## config.mk

```make
export PLATFORM = sky130hd
export DESIGN_NAME = vram_block_dma
export DESIGN_NICKNAME = d
export VERILOG_FILES = /design/src/rtl/vdma_pkg.sv /design/src/rtl/vdma_src_gate.sv /design/src/rtl/vdma_byte_pacer.sv /design/src/rtl/vram_block_dma.sv
export SDC_FILE = /design/constraint.sdc
export NUM_CORES = 1
export LEC_CHECK = 0
export ABC_AREA = 1
export BUFFER_PORTS_ARGS = -buffer_cell sky130_fd_sc_hd__buf_4
export CAP_MARGIN = 20
export CORE_ASPECT_RATIO = 1.1
export CORE_MARGIN = 2
export CORE_UTILIZATION = 53
export DETAILED_ROUTE_END_ITERATION = 10
export PLACE_DENSITY = 0.78
export SETUP_SLACK_MARGIN = 0.4
export SYNTH_ARGS = -nofsm -noshare
export SYNTH_HDL_FRONTEND = slang
export SYNTH_SLANG_ARGS = --single-unit
```

## constraint.sdc

```tcl
create_clock -name clk -period 2.25 [get_ports clk]
set_input_delay 0.225 -clock clk [delete_from_list [all_inputs] [get_ports clk]]
set_output_delay 0.225 -clock clk [all_outputs]
set_load 0.005 [all_outputs]
```

## src/rtl/vdma_pkg.sv

```systemverilog
package vdma_pkg;

    localparam int unsigned CNT_W = 7;

    typedef enum logic [1:0] {
        ST_IDLE = 2'd0,
        ST_PARK = 2'd1,
        ST_LEAD = 2'd2,
        ST_MOVE = 2'd3
    } vdma_state_e;

    localparam logic [2:0] RS_SRC_HI = 3'd0;
    localparam logic [2:0] RS_SRC_LO = 3'd1;
    localparam logic [2:0] RS_DST_HI = 3'd2;
    localparam logic [2:0] RS_DST_LO = 3'd3;
    localparam logic [2:0] RS_CTL    = 3'd4;

    // Regions the engine may fetch from: low 32 KiB, 0xA000-0xDFFF
    function automatic logic src_fetchable(input logic [15:0] a);
        return (a[15] == 1'b0) || (a[15:13] == 3'b101) || (a[15:13] == 3'b110);
    endfunction

    // Sources at 0xE000 and above fold into the 0xF000 page
    function automatic logic [15:0] src_fold(input logic [15:0] a);
        return (a[15:13] == 3'b111) ? {4'hF, a[11:0]} : a;
    endfunction

endpackage

```

## src/rtl/vdma_src_gate.sv

```systemverilog
module vdma_src_gate
    import vdma_pkg::*;
(
    input  logic [15:0] addr,
    input  logic [7:0]  rdata,
    input  logic [7:0]  open_bus,
    output logic        fetch_ok,
    output logic [7:0]  byte_o
);
    assign fetch_ok = src_fetchable(addr);
    assign byte_o   = fetch_ok ? rdata : open_bus;
endmodule

```

## src/rtl/vdma_byte_pacer.sv

```systemverilog
module vdma_byte_pacer #(
    parameter int unsigned NORM_TICKS = 2,
    parameter int unsigned FAST_TICKS = 4
) (
    input  logic clk,
    input  logic rst_n,
    input  logic run,
    input  logic fast,
    output logic rd_slot,
    output logic wr_slot
);
    localparam int unsigned PH_W = (FAST_TICKS > 2) ? $clog2(FAST_TICKS) : 1;

    logic [PH_W-1:0] ph_q;
    logic [PH_W-1:0] ph_last;

    assign ph_last = fast ? PH_W'(FAST_TICKS - 1) : PH_W'(NORM_TICKS - 1);
    assign rd_slot = run && (ph_q == '0);
    assign wr_slot = run && (ph_q == ph_last);

    always_ff @(posedge clk) begin
        if (!rst_n) begin
            ph_q <= '0;
        end else if (!run || wr_slot) begin
            ph_q <= '0;
        end else begin
            ph_q <= ph_q + PH_W'(1);
        end
    end
endmodule

```

## src/rtl/vram_block_dma.sv

```systemverilog
module vram_block_dma
    import vdma_pkg::*;
#(
    parameter int unsigned LEAD_TICKS = 4,
    parameter int unsigned NORM_TICKS = 2,
    parameter int unsigned FAST_TICKS = 4
) (
    input  logic        clk,
    input  logic        rst_n,
    input  logic        reg_we,
    input  logic [2:0]  reg_sel,
    input  logic [7:0]  reg_wdata,
    output logic [7:0]  ctl_rdata,
    input  logic        hblank_pulse,
    input  logic        double_speed,
    input  logic [7:0]  cpu_opcode,
    input  logic [15:0] cpu_pc,
    output logic        cpu_stall,
    output logic [15:0] mem_addr,
    output logic        mem_re,
    input  logic [7:0]  mem_rdata,
    output logic        mem_we,
    output logic [7:0]  mem_wdata
);
    localparam int unsigned LEAD_W = $clog2(LEAD_TICKS + 1);

    vdma_state_e state_q, state_d;

    logic [15:0]      src_q;
    logic [12:0]      dst_q;
    logic [CNT_W-1:0] left_q;
    logic             hb_q;
    logic             fast_q;
    logic [7:0]       ob_q;
    logic [7:0]       byte_q;
    logic [LEAD_W-1:0] lead_q;

    logic cfg_ok, start_wr, enter_lead, lead_done;
    logic blk_end, rd_slot, wr_slot, in_move;
    logic fetch_ok;
    logic [7:0] gate_byte;

    assign cfg_ok     = (state_q == ST_IDLE);
    assign start_wr   = reg_we && cfg_ok && (reg_sel == RS_CTL);
    assign enter_lead = (start_wr && !reg_wdata[7]) ||
                        ((state_q == ST_PARK) && hblank_pulse);
    assign lead_done  = (state_q == ST_LEAD) && (lead_q == LEAD_W'(LEAD_TICKS - 1));
    assign in_move    = (state_q == ST_MOVE);
    assign blk_end    = (dst_q[3:0] == 4'hF);

    vdma_byte_pacer #(
        .NORM_TICKS (NORM_TICKS),
        .FAST_TICKS (FAST_TICKS)
    ) u_pacer (
        .clk     (clk),
        .rst_n   (rst_n),
        .run     (in_move),
        .fast    (fast_q),
        .rd_slot (rd_slot),
        .wr_slot (wr_slot)
    );

    vdma_src_gate u_gate (
        .addr     (src_q),
        .rdata    (mem_rdata),
        .open_bus (ob_q),
        .fetch_ok (fetch_ok),
        .byte_o   (gate_byte)
    );

    // State register
    always_ff @(posedge clk) begin
        if (!rst_n) state_q <= ST_IDLE;
        else        state_q <= state_d;
    end

    // Next-state logic
    always_comb begin
        state_d = state_q;
        unique case (state_q)
            ST_IDLE: if (start_wr)     state_d = reg_wdata[7] ? ST_PARK : ST_LEAD;
            ST_PARK: if (hblank_pulse) state_d = ST_LEAD;
            ST_LEAD: if (lead_done)    state_d = ST_MOVE;
            ST_MOVE: begin
                if (wr_slot && blk_end) begin
                    if (left_q == '0) state_d = ST_IDLE;
                    else if (hb_q)    state_d = ST_PARK;
                end
            end
            default: state_d = ST_IDLE;
        endcase
    end

    // Pointers, counters and byte latch
    always_ff @(posedge clk) begin
        if (!rst_n) begin
            src_q  <= '0;
            dst_q  <= '0;
            left_q <= '1;
            hb_q   <= 1'b0;
            fast_q <= 1'b0;
            ob_q   <= 8'hFF;
            byte_q <= 8'hFF;
            lead_q <= '0;
        end else begin
            lead_q <= (state_q == ST_LEAD) ? lead_q + LEAD_W'(1) : '0;
            if (reg_we && cfg_ok) begin
                if (reg_sel == RS_SRC_HI) src_q <= src_fold({reg_wdata, src_q[7:0]});
                if (reg_sel == RS_SRC_LO) src_q[7:0] <= {reg_wdata[7:4], 4'h0};
                if (reg_sel == RS_DST_HI) dst_q[12:8] <= reg_wdata[4:0];
                if (reg_sel == RS_DST_LO) dst_q[7:0] <= {reg_wdata[7:4], 4'h0};
                if (reg_sel == RS_CTL) begin
                    left_q <= reg_wdata[CNT_W-1:0];
                    hb_q   <= reg_wdata[7];
                end
            end
            if (enter_lead) begin
                ob_q   <= (cpu_pc > 16'h8000) ? 8'hFF : cpu_opcode;
                fast_q <= double_speed;
            end
            if (in_move && rd_slot) byte_q <= gate_byte;
            if (in_move && wr_slot) begin
                src_q <= src_q + 16'd1;
                dst_q <= dst_q + 13'd1;
                ob_q  <= 8'hFF;
                if (blk_end) left_q <= left_q - CNT_W'(1);
            end
        end
    end

    // Outputs
    always_comb begin
        mem_re    = in_move && rd_slot && fetch_ok;
        mem_we    = in_move && wr_slot;
        mem_addr  = mem_we ? {3'b100, dst_q} : src_q;
        mem_wdata = byte_q;
        cpu_stall = (state_q == ST_LEAD) || in_move;
        ctl_rdata = {(state_q == ST_IDLE), left_q};
    end

endmodule

```

After elaboration in Yosys (flattened, before gate mapping)
Cells that the tools add are included.

Mux-type cells: 25. Reduce and logical (&&, ||, !) cells: 36. Order comparisons: 1. Shifts and indexed selects: 0. Divide/modulo/power cells: 0. $add $sub $neg: 5. Equality and inequality tests: 18. $mul: 0. Bitwise logic cells: 2.

Operators with widths (count): $mux W16 (5); $mux W8 (4); $mux W7 (4); $mux W13 (2); $add A16 B1 Y16 const B (1); $gt A16 B16 Y1 const B (1); $mux W2 (8); $add A13 B1 Y13 const B (1); $eq A3 B3 Y1 const B (4); $reduce_and A2 Y1 (6); $logic_and A1 B1 Y1 (11); $reduce_bool A2 Y1 (5); $eq A3 B2 Y1 const B (3); $pmux W2 S4 (1); $logic_not A7 Y1 (1); $sub A7 B1 Y7 const B (1); $logic_or A1 B1 Y1 (5); $mux W5 (1); $reduce_and A5 Y1 (1); $eq A2 B2 Y1 const B (2); $eq A4 B4 Y1 const B (1); $logic_not A2 Y1 (2); $ne A2 B1 Y1 const B (2); $ne A2 B2 Y1 const B (2); other kinds (10) (13).

Bits in latches: 0. Logic and storage cells: 99. Bits in read-only memories: 0. Register bits after elaboration: 61. Input port bits: 48. RAM bits: 0. Memories kept: 0. Output and inout bits: 35.

Longest topological paths before layout
Depth in word-level cells: 6. Gate-level depth with buffers: 12. Gate-level depth less buffers: 12.

Cells and area by module
Synthesis repeated with hierarchy kept, for this count alone.

Cell total of the unflattened synthesis: 627. Area total of the unflattened synthesis: 3930.0 µm².

By module, submodules not included: vram_block_dma (sequential area each 1181.1 µm², cells each 578, instances 1, area each 3644.7 µm²); vdma_src_gate (sequential area each 0.0 µm², cells each 30, instances 1, area each 161.4 µm²); vdma_byte_pacer (sequential area each 40.0 µm², cells each 19, instances 1, area each 123.9 µm²).

Worst setup path after synthesis
OpenSTA, ideal clock, no wires.

Path kind: register to output. From: reg state_q[0]. To: out mem_addr[12]. Cell stages (with the launch flop): 6. Arrival: 1333 ps. Path buffers: 2. Slack: 692 ps. Cells stage by stage: dfxtp_1 > ha_1 > nand4_4 > buf_2 > buf_2 > a21oi_1.

Word-level cells in the longest chain between the ends: 4.

Ends and longest elaborated chain: start, declared (RTL line vram_block_dma.sv:27) `vdma_state_e state_q, state_d;`; start signal, assigned (RTL line vram_block_dma.sv:74) `else state_q <= state_d;`; $eq A2 B2 Y1 (*) (RTL line vram_block_dma.sv:48) `assign in_move = (state_q == ST_MOVE);`; $logic_and A1 B1 Y1 (RTL line vdma_byte_pacer.sv:19) `assign wr_slot = run && (ph_q == ph_last);`; $logic_and A1 B1 Y1 (*) (RTL line vram_block_dma.sv:134) `mem_we = in_move && wr_slot;`; $mux W16 (*) (RTL line vram_block_dma.sv:135) `mem_addr = mem_we ? {3'b100, dst_q} : src_q;`; end, declared (RTL line vram_block_dma.sv:19) `output logic [15:0] mem_addr,`.

Mark *: on every way between the ends. The rest lies on a longest branch, timed or not.

Final worst setup path
From: reg state_q[1]. To: out mem_addr[10].

Same word-level chain as after synthesis.

==> summary.txt <==
Clock network
  – Clk root buf: clkbuf_8
  – CTS Buffer Depth: 2
  – Clock-pin slew on the worst setup and hold paths: about 0.060 ns
  – Skew-Pair Late Insertion Delay: roughly 0.34 ns
  – CTS tree: done
  – H-tree depth: 3
  – Hold-fix buffers at CTS: 0
  – TritonCTS buffer count: 9
  – Sink Count: 61

STA
  – Unrepaired setup endpoints after global routing: yes
  – Max-slew headroom: between 60% and 70%
  – Max Slew Vio Count: 0
  – Fin crit period: roughly 1.8 ns
  – Fin crit share: approximately four fifths
  – Setup_tns: 0 ns
  – Final hold vios: 0
  – Setup-failing EPs final: 0
  – Final setup margin: 0.467 ns
  – Worst-margin pin slew: 0.584 ns
  – FMAX: about 560 MHz
  – Setup Skew: between 0.008 and 0.009 ns

Hold path
  – Hold crit path type: in2reg

Setup path
  – CP required: between 2 and 2.5 ns
  – Crit end category: primary output
  – CP startpoint kind: flop
  – Setup CP Type: reg2out
  – CP Max Fanout: 11
  – Arr. time, crit path: around 1.6 ns

Logic synthesis
  – Synth Area in Compound Gates: between 10% and 20%
  – Distinct cells, synth: 36
  – Post-synthesis adder-cell area fraction: roughly 3.5%
  – Yosys reg bits: roughly 60
  – Yosys top cell area share: between 30% and 40%
  – Synth Area in Simple Gates: about two fifths
  – Netlist Area Pre-Place: a little under 0.004 mm²
  – Xor/xnor share of the synthesized area: roughly 1.8%
  – Synth Warn #: 0
  – Sequential area share after synthesis: a little under a third
  – Synth area leaders: dfxtp_1, nand2_1, inv_1
  – Yosys top cell by area: dfxtp_1
  – Mapped Cells: around 650
  – Multiplexer share of the synthesized area: 0%
  – Main combinational cell family by area after synthesis: simple AND/OR/NAND/NOR gates
  – Syn_nets: ~710
  – Mean Syn Cell Area: roughly 6.1 µm²

Power and ir drop
  – Power Dens Cells: ~600 mW/mm²
  – Pleak: ~2.5 nW
  – Comb pwr share: around a quarter
  – Seq pwr share: about two fifths
  – Pint: around 2.1 mW
  – Switching part of the total: between 30 and 40%
  – Switching power: a little over 0.9 mW
  – Clk pwr share: around a third
  – VDD IR-drop max: 410 µV

GRT
  – Largest net degree at the start of global routing: 28
  – Initial antenna violation count: 0
  – Number of global-route vias before repair: 3903
  – Total grt overflow: 0
  – Global-route wire length before repair: 17.6 mm
  – GRT Overall Usage: around 27%

Finish
  – Diode count: 0
  – Final Core Density: 69.4%
  – Final-stage net count: ~800
  – Most frequent cells in the layout: nand2_1, buf_4, inv_1
  – Commonest non-fill, non-tap cell in the layout: nand2_1
  – Area growth syn-to-layout: 28.8%
  – Fill count: about 630
  – Proportion of layout cells with a drive suffix above 1: between 20 and 25%
  – Fin cells: 835

Placement
  – Gpl congestion: slightly below 0.9
  – Post-DP HPWL: roughly 7.6 mm
  – Dpl cells: ~810
  – Dpl ws: between 0.4 and 0.5 ns
  – Port Buffer Count: 82

Route
  – DRC violations left: 0
  – Initial DRC count: 380
  – Via/cell ratio: 5.27
  – Met1 WL: between 4 and 5 mm
  – Routed WL per cell: 13.4 µm
  – DR pass1 iterations: 5
  – Vias after detailed routing: between 4000 and 5000
  – Routed wl met2: 5.48 mm
  – Drt total wl: about 11 mm
  – Routed wire length on met3: ~800 µm
  – DRT antenna net count: 0
  – Top layer in use: met4

Job
  – Max-cap viol count: 0

Die
  – FP Rows: 33
  – Die Ht: between 90 and 100 µm
  – Core ar.: around 0.0073 mm²
  – DIE AREA: approximately 0.0082 mm²
  – Width of the die: ~86 µm
  – Initial Utilization: 53.9%
  – # IOs: 83

Outcome
  – Outcome: finished clean
==> metal layers <==
metal | vias to the layer above | global-route usage (%)
li1 | 2231 | -
met1 | 1974 | 34.6
met2 | 181 | 45.5
met3 | 17 | 3.93
met4 | 0 | 10.7
met5 | - | 0
==> Yosys cell counts <==
cell type	count
nand2_1	202
inv_1	90
nor2_1	67
nand3_1	64
dfxtp_1	61
o21ai_0	35
a21oi_1	33
o21ai_1	13
ha_1	11
buf_2	9
nand2_2	6
nor2_2	6
xor2_1	6
inv_2	5
nand4_1	5
o211ai_1	5
clkbuf_1	4
buf_4	3
clkinv_1	2
nand3b_1	2
nor2_8	2
nor3_1	2
xnor2_1	2
a211oi_2	1
a31o_2	1
a31oi_1	1
buf_6	1
inv_4	1
nand2_4	1
nand3_2	1
nand3_4	1
nand4_4	1
nor2_4	1
nor3_2	1
o21a_1	1
o21bai_1	1
==> state kept, by name (all words and copies together) (netlist names) <==
signal / flops
fast_q: 1
u_pacer.ph_q: 2
state_q: 2
src_q: 16
dst_q: 13
lead_q: 3
hb_q: 1
left_q: 7
ob_q: 8
mem_wdata: 8
==> path summary, 6_finish.rpt <==
check | start | end | slack [ns] | cells after the start
min | double_speed | fast_q$_SDFFE_PN0P_ | 0.12 | 3
max reg2reg | state_q[0]$_SDFFE_PN0P_ | ob_q[0]$_SDFFE_PP1P_ | 0.51 | 11
max | state_q[1]$_SDFFE_PN0P_ | mem_addr[10] | 0.47 | 6
min reg2reg | lead_q[0]$_SDFF_PN0_ | lead_q[0]$_SDFF_PN0_ | 0.43 | 1
==> kinds of logic after synthesis <==
family                     Yosys count
and+or+nand+nor                    362
AOI/OAI and AO/OA                   91
adders and majority gates           11
buffers and inverters              115
xor gates and xnor gates             8
DFF                                 61
==> final cells by class <==
class	instances	area, µm²	share of cell area (%)
flip-flops and latches	61	1230	24.1
well taps	87	109	2.13
repair buffers	99	823	16.1
multi-input cells	474	2360	46.2
clock buffers	13	169	3.31
clock inverters	3	42.5	0.834
inverters	98	370	7.26
==> through the flow <==
step | instance area (µm²) | hold WS, ns | power (mW)
2_1_floorplan | 3960 | 0.360 | 1.67
3_3_place_gp | 4630 | 0.419 | 1.89
3_5_place_dp | 4630 | 0.426 | 1.91
4_1_cts | 4970 | 0.103 | 2.97
5_1_grt | 5100 | 0.124 | 3.18
6_report | 5100 | 0.119 | 3.01
==> power by group through the flow <==
stage	Combinational [mW]	Clock (mW)	Sequential, mW
2_1_floorplan	0.445	0	1.22
3_3_place_gp	0.665	0	1.23
3_5_place_dp	0.673	0	1.23
4_1_cts	0.686	1.06	1.22
5_1_grt	0.835	1.11	1.23
6_report	0.742	1.05	1.23
==> critical path, cell delays in order, from the launching register on <==
cell and delay [ns]:
dfxtp_4 0.37, ha_4 0.18, nand4_4 0.17, buf_12 0.19, nand2_1 0.07, o21ai_1 0.09
buf_4 0.14
==> what timing repair did <==
item | in CTS | in global routing
endpoints found under the hold margin | 0 | 0
gates cloned | 2 | 2
pin swaps | 2 | 4
resized for setup | 11 | 14
endpoints found under the setup margin | 18 | 28
setup buffers | 5 | 5
No activity file was read; power rests on OpenSTA's default activity.
